## src/rtl/irq_fold_pkg.sv

```systemverilog
package irq_fold_pkg;

   typedef enum logic [1:0] {
      SLOT_SRC  = 2'd0,
      SLOT_SET  = 2'd1,
      SLOT_CLR  = 2'd2,
      SLOT_MASK = 2'd3
   } slot_e;

   typedef enum logic [1:0] {
      GRP_CORE = 2'd0,
      GRP_DMA  = 2'd1,
      GRP_GPIO = 2'd2,
      GRP_TOP  = 2'd3
   } grp_e;

   localparam int NUM_GRP  = 4;
   localparam int CFG_WORD = 16;

endpackage

```

## src/rtl/irq_fold_group.sv

```systemverilog
module irq_fold_group #(
   parameter int          W        = 32,
   parameter int          N_SUM    = 1,
   parameter logic [W-1:0] MASK_RST = '1
) (
   input  logic             clk,
   input  logic             rst_n,
   input  logic             set_we,
   input  logic             clr_we,
   input  logic             mask_we,
   input  logic [W-1:0]     wdata,
   output logic [W-1:0]     pend_q,
   output logic [W-1:0]     mask_q,
   output logic [N_SUM-1:0] sum_nxt
);
   localparam int SLICE = W / N_SUM;

   if (N_SUM < 1 || (W % N_SUM) != 0) begin : g_bad_split
      $error("irq_fold_group: W must split evenly into N_SUM slices");
   end

   logic [W-1:0] pend_nxt, mask_nxt;

   always_comb begin
      pend_nxt = pend_q;
      if (set_we) pend_nxt = pend_nxt | wdata;
      if (clr_we) pend_nxt = pend_nxt & ~wdata;
      mask_nxt = mask_we ? wdata : mask_q;
   end

   for (genvar i = 0; i < N_SUM; i++) begin : g_sum
      assign sum_nxt[i] = |(pend_nxt[i*SLICE +: SLICE] & ~mask_nxt[i*SLICE +: SLICE]);
   end

   always_ff @(posedge clk or negedge rst_n) begin
      if (!rst_n) begin
         pend_q <= '0;
         mask_q <= MASK_RST;
      end else begin
         pend_q <= pend_nxt;
         mask_q <= mask_nxt;
      end
   end

   p_set_or_r2: assert property (@(posedge clk) disable iff (!rst_n)
      (set_we && !clr_we) |=> pend_q == ($past(pend_q) | $past(wdata)));

   p_clr_andn_r3: assert property (@(posedge clk) disable iff (!rst_n)
      (clr_we && !set_we) |=> pend_q == ($past(pend_q) & ~$past(wdata)));

   p_hold_r2: assert property (@(posedge clk) disable iff (!rst_n)
      (!set_we && !clr_we) |=> $stable(pend_q));

endmodule

```

## src/rtl/irq_fold_source.sv

```systemverilog
module irq_fold_source #(
   parameter int           W       = 32,
   parameter logic [W-1:0] HW_MASK = '0
) (
   input  logic         clk,
   input  logic         rst_n,
   input  logic         set_we,
   input  logic         clr_we,
   input  logic         mask_we,
   input  logic [W-1:0] wdata,
   input  logic [W-1:0] ext_set,
   input  logic [W-1:0] hw_val,
   output logic [W-1:0] src_q,
   output logic [W-1:0] mask_q,
   output logic [W-1:0] src_nxt,
   output logic [W-1:0] mask_nxt
);
   logic [W-1:0] sw_nxt;

   always_comb begin
      sw_nxt = src_q;
      if (set_we) sw_nxt = sw_nxt | wdata;
      if (clr_we) sw_nxt = sw_nxt & ~wdata;
      sw_nxt   = sw_nxt | ext_set;
      src_nxt  = (sw_nxt & ~HW_MASK) | (hw_val & HW_MASK);
      mask_nxt = mask_we ? wdata : mask_q;
   end

   always_ff @(posedge clk or negedge rst_n) begin
      if (!rst_n) begin
         src_q  <= '0;
         mask_q <= '1;
      end else begin
         src_q  <= src_nxt;
         mask_q <= mask_nxt;
      end
   end

   p_ext_wins_r10: assert property (@(posedge clk) disable iff (!rst_n)
      |ext_set |=> ((src_q & $past(ext_set & ~HW_MASK)) == $past(ext_set & ~HW_MASK)));

endmodule

```

## src/rtl/irq_fold_drive.sv

```systemverilog
module irq_fold_drive #(
   parameter int W = 32
) (
   input  logic         clk,
   input  logic         rst_n,
   input  logic         en,
   input  logic         pol_high,
   input  logic [W-1:0] src_nxt,
   input  logic [W-1:0] mask_nxt,
   output logic         irq_q
);
   logic any_live, irq_d;

   always_comb begin
      any_live = |(src_nxt & ~mask_nxt);
      irq_d    = en & (pol_high ? any_live : ~any_live);
   end

   always_ff @(posedge clk or negedge rst_n) begin
      if (!rst_n) irq_q <= 1'b0;
      else        irq_q <= irq_d;
   end

   p_enable_gate_r8: assert property (@(posedge clk) disable iff (!rst_n)
      !en |=> !irq_q);

endmodule

```

## src/rtl/irq_fold.sv

```systemverilog
module irq_fold
   import irq_fold_pkg::*;
#(
   parameter int DATA_W   = 32,
   parameter int ADDR_W   = 5,
   parameter int CORE_W   = 32,
   parameter int DMA_W    = 32,
   parameter int GPIO_W   = 32,
   parameter int TX_BIT   = 9,
   parameter int RX_BIT   = 8,
   parameter int DMA_BIT  = 24,
   parameter int GPIO_BIT = 25,
   parameter int POL_BIT  = 17
) (
   input  logic              clk,
   input  logic              rst_n,
   input  logic              irq_en_i,
   input  logic [DATA_W-1:0] ext_set_i,
   input  logic              reg_we_i,
   input  logic [ADDR_W-1:0] reg_addr_i,
   input  logic [DATA_W-1:0] reg_wdata_i,
   output logic [DATA_W-1:0] reg_rdata_o,
   output logic              irq_o
);
   localparam int HALF = CORE_W / 2;
   localparam logic [DATA_W-1:0] HW_MASK = (DATA_W'(1) << TX_BIT) | (DATA_W'(1) << RX_BIT)
                                         | (DATA_W'(1) << DMA_BIT) | (DATA_W'(1) << GPIO_BIT);

   if (ADDR_W < 5) begin : g_bad_addr
      $error("irq_fold: ADDR_W must be at least 5");
   end
   if (CORE_W > DATA_W || DMA_W > DATA_W || GPIO_W > DATA_W || (CORE_W % 2) != 0) begin : g_bad_grp
      $error("irq_fold: group widths must be even-split and fit DATA_W");
   end
   if (TX_BIT >= DATA_W || RX_BIT >= DATA_W || DMA_BIT >= DATA_W || GPIO_BIT >= DATA_W
       || POL_BIT >= DATA_W || $countones(HW_MASK) != 4) begin : g_bad_bits
      $error("irq_fold: summary bits must be distinct and inside DATA_W");
   end

   // address decode
   logic             in_grp, is_cfg;
   grp_e             grp;
   slot_e            slot;
   logic [NUM_GRP-1:0] set_we, clr_we, mask_we;

   always_comb begin
      in_grp = (reg_addr_i >> 4) == '0;
      is_cfg = reg_addr_i == ADDR_W'(CFG_WORD);
      grp    = grp_e'(reg_addr_i[3:2]);
      slot   = slot_e'(reg_addr_i[1:0]);
      for (int g = 0; g < NUM_GRP; g++) begin
         set_we[g]  = reg_we_i && in_grp && (grp == grp_e'(g)) && (slot == SLOT_SET);
         clr_we[g]  = reg_we_i && in_grp && (grp == grp_e'(g)) && (slot == SLOT_CLR);
         mask_we[g] = reg_we_i && in_grp && (grp == grp_e'(g)) && (slot == SLOT_MASK);
      end
   end

   // secondary groups
   logic [CORE_W-1:0] core_pend, core_mask;
   logic [DMA_W-1:0]  dma_pend,  dma_mask;
   logic [GPIO_W-1:0] gpio_pend, gpio_mask;
   logic [1:0]        core_sum;
   logic [0:0]        dma_sum, gpio_sum;

   irq_fold_group #(.W(CORE_W), .N_SUM(2), .MASK_RST('1)) u_core (
      .clk(clk), .rst_n(rst_n),
      .set_we(set_we[GRP_CORE]), .clr_we(clr_we[GRP_CORE]), .mask_we(mask_we[GRP_CORE]),
      .wdata(reg_wdata_i[CORE_W-1:0]),
      .pend_q(core_pend), .mask_q(core_mask), .sum_nxt(core_sum));

   irq_fold_group #(.W(DMA_W), .N_SUM(1), .MASK_RST('1)) u_dma (
      .clk(clk), .rst_n(rst_n),
      .set_we(set_we[GRP_DMA]), .clr_we(clr_we[GRP_DMA]), .mask_we(mask_we[GRP_DMA]),
      .wdata(reg_wdata_i[DMA_W-1:0]),
      .pend_q(dma_pend), .mask_q(dma_mask), .sum_nxt(dma_sum));

   irq_fold_group #(.W(GPIO_W), .N_SUM(1), .MASK_RST('1)) u_gpio (
      .clk(clk), .rst_n(rst_n),
      .set_we(set_we[GRP_GPIO]), .clr_we(clr_we[GRP_GPIO]), .mask_we(mask_we[GRP_GPIO]),
      .wdata(reg_wdata_i[GPIO_W-1:0]),
      .pend_q(gpio_pend), .mask_q(gpio_mask), .sum_nxt(gpio_sum));

   // top-level source register
   logic [DATA_W-1:0] hw_val, top_q, tmask_q, top_nxt, tmask_nxt;

   always_comb begin
      hw_val           = '0;
      hw_val[TX_BIT]   = core_sum[0];
      hw_val[RX_BIT]   = core_sum[1];
      hw_val[DMA_BIT]  = dma_sum[0];
      hw_val[GPIO_BIT] = gpio_sum[0];
   end

   irq_fold_source #(.W(DATA_W), .HW_MASK(HW_MASK)) u_top (
      .clk(clk), .rst_n(rst_n),
      .set_we(set_we[GRP_TOP]), .clr_we(clr_we[GRP_TOP]), .mask_we(mask_we[GRP_TOP]),
      .wdata(reg_wdata_i), .ext_set(ext_set_i), .hw_val(hw_val),
      .src_q(top_q), .mask_q(tmask_q), .src_nxt(top_nxt), .mask_nxt(tmask_nxt));

   // configuration
   logic [DATA_W-1:0] cfg_q, cfg_nxt;

   always_comb cfg_nxt = (reg_we_i && is_cfg) ? reg_wdata_i : cfg_q;

   always_ff @(posedge clk or negedge rst_n) begin
      if (!rst_n) cfg_q <= '0;
      else        cfg_q <= cfg_nxt;
   end

   irq_fold_drive #(.W(DATA_W)) u_drive (
      .clk(clk), .rst_n(rst_n), .en(irq_en_i), .pol_high(cfg_nxt[POL_BIT]),
      .src_nxt(top_nxt), .mask_nxt(tmask_nxt), .irq_q(irq_o));

   // read mux
   always_comb begin
      reg_rdata_o = '0;
      if (is_cfg) begin
         reg_rdata_o = cfg_q;
      end else if (in_grp) begin
         unique case (grp)
            GRP_CORE: reg_rdata_o[CORE_W-1:0] = (slot == SLOT_MASK) ? core_mask : core_pend;
            GRP_DMA:  reg_rdata_o[DMA_W-1:0]  = (slot == SLOT_MASK) ? dma_mask  : dma_pend;
            GRP_GPIO: reg_rdata_o[GPIO_W-1:0] = (slot == SLOT_MASK) ? gpio_mask : gpio_pend;
            default:  reg_rdata_o = (slot == SLOT_MASK) ? tmask_q : top_q;
         endcase
      end
   end

   // checks across the pieces
   logic primed_q;
   always_ff @(posedge clk or negedge rst_n) begin
      if (!rst_n) primed_q <= 1'b0;
      else        primed_q <= 1'b1;
   end

   p_tx_sum_r4: assert property (@(posedge clk) disable iff (!rst_n)
      top_q[TX_BIT] == |(core_pend[HALF-1:0] & ~core_mask[HALF-1:0]));

   p_rx_sum_r4: assert property (@(posedge clk) disable iff (!rst_n)
      top_q[RX_BIT] == |(core_pend[CORE_W-1:HALF] & ~core_mask[CORE_W-1:HALF]));

   p_dma_sum_r5: assert property (@(posedge clk) disable iff (!rst_n)
      top_q[DMA_BIT] == |(dma_pend & ~dma_mask));

   p_gpio_sum_r6: assert property (@(posedge clk) disable iff (!rst_n)
      top_q[GPIO_BIT] == |(gpio_pend & ~gpio_mask));

   p_level_r7: assert property (@(posedge clk) disable iff (!rst_n || !primed_q)
      irq_o == ($past(irq_en_i) && (cfg_q[POL_BIT] ? (|(top_q & ~tmask_q))
                                                   : !(|(top_q & ~tmask_q)))));

endmodule

```

## config.mk

```make
export PLATFORM = sky130hd
export DESIGN_NAME = irq_fold
export DESIGN_NICKNAME = d
export VERILOG_FILES = /design/src/rtl/irq_fold_pkg.sv /design/src/rtl/irq_fold_group.sv /design/src/rtl/irq_fold_source.sv /design/src/rtl/irq_fold_drive.sv /design/src/rtl/irq_fold.sv
export SDC_FILE = /design/constraint.sdc
export NUM_CORES = 1
export LEC_CHECK = 0
export BUFFER_PORTS_ARGS = -buffer_cell sky130_fd_sc_hd__buf_4
export CAP_MARGIN = 20
export CORE_MARGIN = 2
export CORE_UTILIZATION = 45
export CTS_BUF_LIST = sky130_fd_sc_hd__clkbuf_4 sky130_fd_sc_hd__clkbuf_8
export DETAILED_ROUTE_END_ITERATION = 7
export GPL_ROUTABILITY_DRIVEN = 0
export PLACE_DENSITY_LB_ADDON = 0.08
export SLEW_MARGIN = 15
export SYNTH_ARGS = -nofsm -noshare
export SYNTH_HDL_FRONTEND = slang
export SYNTH_HIERARCHICAL = 1
export SYNTH_SLANG_ARGS = --single-unit
```

## constraint.sdc

```tcl
create_clock -name clk -period 2.8 [get_ports clk]
set_clock_uncertainty 0.05 [all_clocks]
set_input_delay 0.14 -clock clk [delete_from_list [all_inputs] [get_ports clk]]
set_output_delay 0.14 -clock clk [all_outputs]
set_load 0.02 [all_outputs]
```

==> qor.csv <==
stage,metric,value,unit
timing,"Hold Vio Cnt, Final",0,
timing,f_max,354.0,MHz
global_routing,initial antenna violation count,2,
route,number of remaining DRC errors,0,
timing,Final Cycle Share,1.009,
global_routing,total grt overflow,0,
final_layout,share of post-route cells with drive strength above 1,0.3777,
run_status,failing checks,negative setup slack,
critical_path,flop2flop setup slack,0.07,ns
synth,Synth Net Count,1586,
die,Chip Width,190.3,µm
power_and_ir_drop,Logic pwr share,0.253,
route,Post-DRT Antenna Nets,0,
cts,H-tree Lvls,2,
die,Die H,190.3,µm
timing,setup violators final,1,
global_routing,vias in the first global route,14640,
critical_path,Worst Reg-to-Reg Cells,12,
critical_path,worst endpoint data arrival time,2.63,ns
route,Vias/cell,6.211,
power_and_ir_drop,Max rail drop VDD,0.4251,mV
power_and_ir_drop,Clk pwr share,0.314,
route,TritonRoute pass-1 iters,5,
critical_path,crit path kind,primary input to primary output,
timing,PnR worst setup slack,-0.02497,ns
worst_hold_path,Hold Path Class,primary input to asynchronous set/reset pin,
synth,Post-Synthesis Cell Area,0.01562,mm²
global_routing,first-pass GRT wire length,94310,µm
global_routing,gr usage total,0.3544,
final_layout,area grow syn2layout,30.75,%
final_layout,total area of multi-input combinational cells,0.007338,mm²
die,full die area,0.03621,mm²
final_layout,number of fill cells,2998,
route,Post-Route WL,64440,µm
critical_path,worst setup path startpoint,reg_addr_i[0],
timing,Slew Limit Fails,0,
power_and_ir_drop,PwrDens,670.1,mW/mm²
final_layout,FF/Latch Area,0.007392,mm²
power_and_ir_drop,total power,0.01368,W
power_and_ir_drop,sw power,0.004411,W
timing,RSZ-0062 raised after global routing,true,
global_routing,met3 usage,0.07416,
timing,slew margin rel.,0.5365,
global_routing,grt peak-use layer,met2,
power_and_ir_drop,Flop pwr share,0.433,
run_status,run status,finished with violations,
route,wire per inst,27.10,µm
place,I/O Buffers,101,
cts,Root Buffer,clkbuf_8,
die,I/O pins,106,
synth,Synth Warn #,6,
global_routing,met2 Track Usage GR,0.5280,
power_and_ir_drop,Internal,0.009273,W
job,max_cap viols,0,
critical_path,CP endpoint,reg_rdata_o[28],
power_and_ir_drop,Leak,9.027,nW
critical_path,CP Data Required Time,2.61,ns
synth,Mapped Cells,1513,
final_layout,Nets,1953,
cts,clk_lat worst skew,0.62,ns
cts,CTS sink cnt,289,
critical_path,crit end category,primary output,
critical_path,CP Launch Type,primary input,
die,initial cell density of the core,0.4544,
cts,maximum buffer depth of the clock tree,3,
global_routing,pin count of the biggest net entering global routing,83,
place,hpwl dp,46650,µm
critical_path,crit path max fanout,66,
cts,CTS tree,done,
global_routing,met1 Use GR,0.4880,
timing,crit path time final,2.825,ns
final_layout,final core occ,0.5941,
timing,Least-Margin Pin Slew,0.6953,ns
die,core area,0.03437,mm²
route,initial detailed-routing violation count,1711,
critical_path,Reg-to-Reg End,u_drive/irq_q,
power_and_ir_drop,switching share of total power,0.3224,
cts,Num CTS Buffers,52,
critical_path,R2R Path Start,u_gpio/pend_q[19],
die,placement row count,68,
cts,Worst-path clk slew,0.06,ns
route,via count,14770,
synth,"Avg Cell Area, Syn",10.32,µm²
timing,Hold WS,0.05107,ns
==> registers in the layout (all words and copies together) (netlist names) <==
name           flops
cfg_q             32
u_core/mask_q     32
u_core/pend_q     32
u_dma/mask_q      32
u_dma/pend_q      32
u_drive/irq_q      1
u_gpio/mask_q     32
u_gpio/pend_q     32
u_top/mask_q      32
u_top/src_q       32
==> worst max-delay path, stage by stage <==
cell      delay, ns
buf_4          0.13
and2_4         0.15
buf_4          0.37
buf_8          0.43
mux2i_1        0.47
o221ai_1       0.36
a22o_1         0.29
buf_4          0.15
==> layer usage <==
metal | share of wire | vias to the layer above | routed length (µm)
li1 | - | 6387 | -
met1 | 0.41 | 7330 | 26440
met2 | 0.43 | 869 | 28030
met3 | 0.099 | 183 | 6409
met4 | 0.055 | 0 | 3567
met5 | 0 | - | 0
==> metrics by stage <==
stage	cell area, µm²	worst slack (ns)	std cells	setup TNS, ns
5_1_grt	20420	-0.02883	2377	-0.02883
3_3_place_gp	18470	-0.6350	2204	-0.8708
2_1_floorplan	15680	-0.2158	1513	-0.2158
4_1_cts	20350	0.003652	2375	0
6_report	20420	-0.02497	2378	-0.02497
3_5_place_dp	18470	-0.6800	2204	-1.018
==> cells in the final DEF, fill, tap and decap left out, types with 10 or more instances in the layout <==
cell	instances
clkbuf_4	21
mux2_2	97
o221ai_1	10
clkbuf_8	68
a21oi_1	263
nand2_1	85
nand2b_1	37
dfrtp_1	161
nor4_1	21
a31oi_1	36
mux2_1	30
o22ai_1	36
a211oi_1	121
dfstp_2	128
o21ai_0	25
a2bb2oi_1	24
a221oi_1	13
mux2_4	30
inv_1	117
mux2i_1	60
buf_12	16
buf_4	326
a221o_1	24
dlygate4sd3_1	75
==> cell type report <==
cell class	count	share of cell area
flip-flops and latches	289	0.3620
multi-input cells	1000	0.3593
repair buffers	419	0.1738
clock buffers	89	0.05355
well taps	455	0.02788
inverters	118	0.02169
clock inverters	7	0.001715
diodes	1	0.0001225
==> power groups by stage <==
| stage | Combinational (W) | Sequential, W | Clock, W |
|---|---|---|---|
| finish | 0.00346 | 0.00593 | 0.00430 |
| global route | 0.00366 | 0.00599 | 0.00456 |
| CTS | 0.00334 | 0.00590 | 0.00436 |
| detailed placement | 0.00325 | 0.00596 | 0 |
| global placement | 0.00323 | 0.00596 | 0 |
| floorplan | 0.00175 | 0.00561 | 0 |
==> worst min-delay path by stage <==
stage                 endpoint  slack, ns  cells past startpoint
2_1_floorplan         cfg_q[0]      -0.21                      0
3_3_place_gp   u_top/src_q[22]       0.15                      1
3_5_place_dp   u_top/src_q[19]       0.14                      1
4_1_cts        u_top/src_q[22]       0.06                      2
5_1_grt        u_top/src_q[19]       0.09                      2
6_report       u_top/src_q[22]       0.05                      2
==> what timing repair did <==
action	4_1_cts	5_1_grt
gates resized for setup	2	9
hold endpoints to repair	295	0
endpoints found under the setup margin	4	2
gates cloned	0	0
setup buffers	0	2
pin swaps	1	7
hold buffers	75	0
Power figures use the tool's default switching activity.
